===== config.mk =====
export PLATFORM = sky130hd
export DESIGN_NAME = pled_top
export DESIGN_NICKNAME = d
export VERILOG_FILES = /design/src/rtl/pled_pkg.sv /design/src/rtl/pled_sync.sv /design/src/rtl/pled_tick.sv /design/src/rtl/pled_decode.sv /design/src/rtl/pled_pattern.sv /design/src/rtl/pled_top.sv
export SDC_FILE = /design/constraint.sdc
export NUM_CORES = 1
export LEC_CHECK = 0
export BUFFER_PORTS_ARGS = -buffer_cell sky130_fd_sc_hd__buf_2
export CAP_MARGIN = 40
export CORE_MARGIN = 2
export CORE_UTILIZATION = 49
export DETAILED_ROUTE_END_ITERATION = 8
export PLACE_DENSITY = 0.67
export SYNTH_ARGS = -nofsm -noshare
export SYNTH_HDL_FRONTEND = slang
export SYNTH_HIERARCHICAL = 1
export SYNTH_SLANG_ARGS = --single-unit

===== constraint.sdc =====
create_clock -name clk -period 4.3 [get_ports clk]
set_clock_uncertainty 0.2 [all_clocks]
set_input_delay 0.645 -clock clk [delete_from_list [all_inputs] [get_ports clk]]
set_output_delay 0.645 -clock clk [all_outputs]
set_load 0.02 [all_outputs]

===== src/rtl/pled_pkg.sv =====
package pled_pkg;

  localparam int PHASE_W = 5;

  typedef enum logic [2:0] {
    ST_RESET    = 3'd0,
    ST_PWRDN    = 3'd1,
    ST_FAULT    = 3'd2,
    ST_BOOT_SPI = 3'd3,
    ST_BOOT_SD  = 3'd4
  } pled_state_e;

  typedef struct packed {
    logic resin_n;
    logic bank_ok;
    logic en;
    logic vin_ok;
    logic vout_ok;
    logic boot_sd;
    logic por_rel;
    logic pwr_fail;
    logic user_led;
  } pled_in_t;

  localparam int IN_W = $bits(pled_in_t);

endpackage


===== src/rtl/pled_sync.sv =====
module pled_sync #(
  parameter int W      = 1,
  parameter int STAGES = 2
) (
  input  logic         clk,
  input  logic         rst_n,
  input  logic [W-1:0] d,
  output logic [W-1:0] q
);

  logic [W-1:0] chain [STAGES];

  generate
    for (genvar s = 0; s < STAGES; s++) begin : g_stage
      if (s == 0) begin : g_first
        always_ff @(posedge clk) begin
          if (!rst_n) chain[s] <= '0;
          else        chain[s] <= d;
        end
      end else begin : g_next
        always_ff @(posedge clk) begin
          if (!rst_n) chain[s] <= '0;
          else        chain[s] <= chain[s-1];
        end
      end
    end
  endgenerate

  assign q = chain[STAGES-1];

endmodule


===== src/rtl/pled_tick.sv =====
module pled_tick #(
  parameter int TICK_DIV = 3_125_000,
  parameter int PHASE_W  = 5
) (
  input  logic               clk,
  input  logic               rst_n,
  output logic               tick,
  output logic [PHASE_W-1:0] phase
);

  localparam int CNT_W = (TICK_DIV > 1) ? $clog2(TICK_DIV) : 1;
  localparam logic [CNT_W-1:0] CNT_LAST = CNT_W'(TICK_DIV - 1);

  logic [CNT_W-1:0]   cnt_q;
  logic               tick_q;
  logic [PHASE_W-1:0] phase_q;
  logic               wrap;

  assign wrap = (cnt_q == CNT_LAST);

  always_ff @(posedge clk) begin
    if (!rst_n) begin
      cnt_q  <= '0;
      tick_q <= 1'b0;
    end else begin
      cnt_q  <= wrap ? '0 : cnt_q + CNT_W'(1);
      tick_q <= wrap;
    end
  end

  always_ff @(posedge clk) begin
    if (!rst_n)      phase_q <= '0;
    else if (tick_q) phase_q <= phase_q + PHASE_W'(1);
  end

  assign tick  = tick_q;
  assign phase = phase_q;

endmodule


===== src/rtl/pled_decode.sv =====
module pled_decode
  import pled_pkg::*;
(
  input  pled_in_t    st,
  output pled_state_e state
);

  always_comb begin
    if (!st.resin_n || !st.bank_ok)     state = ST_RESET;
    else if (!st.en)                    state = ST_PWRDN;
    else if (!(st.vin_ok && st.vout_ok)) state = ST_FAULT;
    else if (st.boot_sd)                state = ST_BOOT_SD;
    else                                state = ST_BOOT_SPI;
  end

endmodule


===== src/rtl/pled_pattern.sv =====
module pled_pattern
  import pled_pkg::*;
#(
  parameter int PHASE_W = 5
) (
  input  pled_state_e        state,
  input  logic [PHASE_W-1:0] phase,
  input  logic               handover,
  input  logic               user_led,
  output logic               lit_green,
  output logic               lit_red
);

  logic slow_on, fast_on, mid_on;

  assign slow_on = (phase[PHASE_W-1:PHASE_W-3] == 3'd0);
  assign fast_on = phase[1];
  assign mid_on  = phase[3];

  always_comb begin
    lit_green = 1'b0;
    lit_red   = 1'b0;
    unique case (state)
      ST_RESET: begin
        lit_green = 1'b1;
        lit_red   = 1'b1;
      end
      ST_PWRDN: begin
        lit_green = 1'b1;
        lit_red   = slow_on;
      end
      ST_FAULT: begin
        lit_green = 1'b0;
        lit_red   = 1'b1;
      end
      ST_BOOT_SPI: begin
        lit_green = handover & user_led;
        lit_red   = fast_on;
      end
      ST_BOOT_SD: begin
        lit_green = handover & user_led;
        lit_red   = mid_on;
      end
      default: begin
        lit_green = 1'b0;
        lit_red   = 1'b0;
      end
    endcase
  end

endmodule


===== src/rtl/pled_top.sv =====
module pled_top
  import pled_pkg::*;
#(
  parameter int TICK_DIV    = 3_125_000,
  parameter bit ACTIVE_HIGH = 1'b1
) (
  input  logic clk,
  input  logic rst_n,
  input  logic en_in,
  input  logic resin_n_in,
  input  logic bank_ok_in,
  input  logic vin_ok_in,
  input  logic vout_ok_in,
  input  logic boot_sd_in,
  input  logic por_rel_in,
  input  logic pwr_fail_in,
  input  logic user_led_in,
  output logic led_green,
  output logic led_red
);

  pled_in_t           raw, syn;
  logic [IN_W-1:0]    syn_bits;
  logic               tick;
  logic [PHASE_W-1:0] phase;
  pled_state_e        state;
  logic               fail_q;
  logic               handover;
  logic               lit_g, lit_r;
  logic               drv_g, drv_r;

  always_comb begin
    raw.resin_n  = resin_n_in;
    raw.bank_ok  = bank_ok_in;
    raw.en       = en_in;
    raw.vin_ok   = vin_ok_in;
    raw.vout_ok  = vout_ok_in;
    raw.boot_sd  = boot_sd_in;
    raw.por_rel  = por_rel_in;
    raw.pwr_fail = pwr_fail_in;
    raw.user_led = user_led_in;
  end

  pled_sync #(.W(IN_W), .STAGES(2)) u_sync (
    .clk   (clk),
    .rst_n (rst_n),
    .d     (raw),
    .q     (syn_bits)
  );
  assign syn = pled_in_t'(syn_bits);

  pled_tick #(.TICK_DIV(TICK_DIV), .PHASE_W(PHASE_W)) u_tick (
    .clk   (clk),
    .rst_n (rst_n),
    .tick  (tick),
    .phase (phase)
  );

  pled_decode u_dec (
    .st    (syn),
    .state (state)
  );

  // Sticky record that processor power could not be enabled.
  always_ff @(posedge clk) begin
    if (!rst_n)            fail_q <= 1'b0;
    else if (syn.pwr_fail) fail_q <= 1'b1;
  end

  assign handover = syn.por_rel & ~fail_q;

  pled_pattern #(.PHASE_W(PHASE_W)) u_pat (
    .state     (state),
    .phase     (phase),
    .handover  (handover),
    .user_led  (syn.user_led),
    .lit_green (lit_g),
    .lit_red   (lit_r)
  );

  generate
    if (ACTIVE_HIGH) begin : g_pos
      assign drv_g = lit_g;
      assign drv_r = lit_r;
    end else begin : g_neg
      assign drv_g = ~lit_g;
      assign drv_r = ~lit_r;
    end
  endgenerate

  always_ff @(posedge clk) begin
    if (!rst_n) begin
      led_green <= ~ACTIVE_HIGH;
      led_red   <= ~ACTIVE_HIGH;
    end else begin
      led_green <= drv_g;
      led_red   <= drv_r;
    end
  end

endmodule


==> summary.md <==
| Metric | Value |
|---|---|
| Synthesized cell area | 1940 sq um |
| Grt met2 use | 26.3% |
| Total power | 776 uW |
| Ratio of cells with drive above 1 in the final layout | 20.0% |
| R2r setup slk | 2.38 ns |
| Clk Latency, worst-skew pair | 0.30 ns |
| Final setup margin | 2.38 ns |
| # diodes | 0 |
| Syn Nets | ~210 |
| Via-per-instance ratio | between 5 and 6 |
| RSZ-0062 raised after global routing | no |
| Worst reg-to-reg path cell count | 5 |
| Peak VDD IR | 276 uV |
| CP required | 4.33 ns |
| # rows | 22 |
| Hold Fails Final Rpt | 0 |
| Min Tclk post-route | approximately 1.9 ns |
| Synth top area cells | dfxtp_1, and2_2, xor2_1, nor2_1, nand4_1 |
| Wire per inst | ~12 um |
| Die Y-Extent | 66.9 um |
| Critical path class | reg -> reg |
| Count leader, synth | dfxtp_1 |
| CTS Buffer Depth | 2 |
| GRT Max-Usage Layer | met2 |
| IO Pins | 13 |
| Mapped Cells | 196 |
| Core Area | 3740 sq um |
| Final Max Tran Viols | 0 |
| Post-synth ARST share | 0% |
| Post-CTS Setup Inserts | 0 |
| Hold path cells | 1 |
| Synthesized area per cell | slightly below 10 sq um |
| Post-synth EDFFs | 0 |
| Global-route usage over all layers | 16.3% |
| Final core utilization | between 50% and 60% |
| # nets final | about 220 |
| Final ANT Viol Nets | 0 |
| # setup viols final | 0 |
| GR Layer Usage met3 | 5.07% |
| Worst-Margin Slew | 0.298 ns |
| CP Launch Point | u_tick/cnt_q[0] |
| CTS tree | done |
| GR Overflow Total | 0 |
| Initial antenna violation count | 0 |
| H-tree depth | 2 |
| Most instantiated cells after synthesis | dfxtp_1, nor2_1, and2_2 |
| Die area | 4470 sq um |
| Worst hold margin | 0.242 ns |
| Global-route wire length before repair | 5540 um |
| Met1 GRT Util | 20.0% |
| DR DRC count | 0 |
| Post_cts resized | 0 |
| Synth Flop Type | dfxtp_1 |
| Total clock sinks | slightly below 50 |
| Vias | 1370 |
| Register area share after synthesis | 50.6% |
| Status | finished, final reports clean |
| Number of port buffers | 12 |
| Gpl congestion | 0.776 |
| Drt first pass iters | 4 |
| Distinct cells, synth | 36 |
| Pin count of the biggest net entering global routing | 24 |
| Root Buffer | clkbuf_8 |
| Highest clock rate | 520 MHz |
| Starting density of the core | 51.7% |
| Crit path arrival time | between 1.5 and 2 ns |
| Area delta synth->final | 9.24% |
| Dpl hpwl | 2110 um |
| RR Startpoint | u_tick/cnt_q[0] |
| Crit-path max FO | 7 |
| Pre-CTS setup slack | 2.40 ns |
| RR Endpoint | u_tick/cnt_q[20] |
| Routed WL | ~3100 um |
| Die X | about 67 um |
| TritonCTS Buffers | 5 |
| Crit path to | u_tick/cnt_q[20] |
| Fin Setup TNS | 0 ns |
| Max_cap viols | 0 |
| Hold bufs inserted after CTS | 0 |
| DR iter-0 viols | 66 |
| Max_slew headroom | approximately four fifths |
| Power per cell area | 367 nW/um^2 |
| CP endpoint kind | flop |
| Final period utilization | 44.7% |
| Seq cells post-synth | approximately 50 |
| Clock transition at the registers of the reported paths | 0.10 ns |
| P_leak | 0.776 nW |
| Hold crit path type | reg -> reg |
| Yosys Warn Count | 6 |
| Share of the synthesized area in the top cell type | 50.6% |
| CP startpoint kind | flop |
| Vias in the first global route | 1292 |
| Post-synth top area cell | dfxtp_1 |
-- report_power, final --
part | internal (mW) | switching (mW) | total, mW
clock | 0.122 | 0.160 | 0.281
sequential | 0.465 | 0.00408 | 0.469
combinational | 0.0132 | 0.0125 | 0.0257
-- state kept, by name, summed over array words and instances, names as in the netlist --
signal and flops:
u_tick/cnt_q 22, led_green 1, u_tick/tick 1, u_tick/phase 5, led_red 1, u_sync/chain 18
fail_q 1
-- logic make-up after synthesis --
| group | synth area share (%) |
|---|---|
| xor gates and xnor gates | 7.23 |
| adders and majority gates | 1.29 |
| muxes | 0.517 |
| and+or+nand+nor | 29.5 |
| buffers and inverters | 2.97 |
| DFF | 50.6 |
| AOI/OAI and AO/OA | 7.82 |
-- per-stage QoR --
| stage | std cells | cell area [sq um] |
|---|---|---|
| global placement | 250 | 2020 |
| detailed placement | 250 | 2020 |
| floorplan | 196 | 1940 |
| CTS | 258 | 2120 |
| finish | 258 | 2120 |
| global route | 258 | 2120 |
-- layer usage --
metal  share of wire, %  up-vias
met4                1.3        0
met1                 48      630
li1                   -      712
met2                 47       24
met5                  0        -
met3                3.4        4
-- worst max-delay path: stages (launching register included) --
cell	delay, ns
dfxtp_1	0.36
ha_1	0.21
and2_1	0.24
nand3_2	0.19
or4_1	0.51
a21oi_1	0.15
-- how the worst min path moves through the flow --
stage,slack [ns],start,endpoint
finish,0.24,u_sync/chain[0][4],u_sync/chain[1][4]
global route,0.27,u_sync/chain[0][3],u_sync/chain[1][3]
CTS,0.25,u_sync/chain[0][4],u_sync/chain[1][4]
detailed placement,0.22,u_sync/chain[0][4],u_sync/chain[1][4]
global placement,0.22,u_sync/chain[0][3],u_sync/chain[1][3]
floorplan,0.21,u_sync/chain[1][1],fail_q
-- cell type report --
cell class	instances	area, sq um
Multi-Input combinational cell	137	898
Clock inverter	3	28.8
Clock buffer	5	68.8
Tap cell	48	60.1
Sequential cell	49	981
Timing Repair Buffer	13	67.6
Inverter	3	11.3
Fill cell	364	1630
-- placed cells by master (no fill, tap or decap), types with 2 or more instances in the layout --
| cell | instances |
|---|---|
| o31ai_1 | 6 |
| and4_4 | 2 |
| nor3_1 | 2 |
| or4_1 | 7 |
| inv_1 | 3 |
| clkbuf_8 | 5 |
| or3_1 | 2 |
| xnor2_1 | 6 |
| nor2b_1 | 3 |
| o21ai_0 | 2 |
| and2_2 | 14 |
| and2_1 | 8 |
| nor2_1 | 20 |
| xor2_1 | 10 |
| dfxtp_1 | 49 |
| nand4_1 | 9 |
| nand3_1 | 7 |
| nand2_1 | 11 |
| ha_1 | 2 |
| buf_2 | 12 |
| a21oi_1 | 9 |
| nor4_1 | 4 |
No activity file was read; power rests on OpenSTA's default activity.
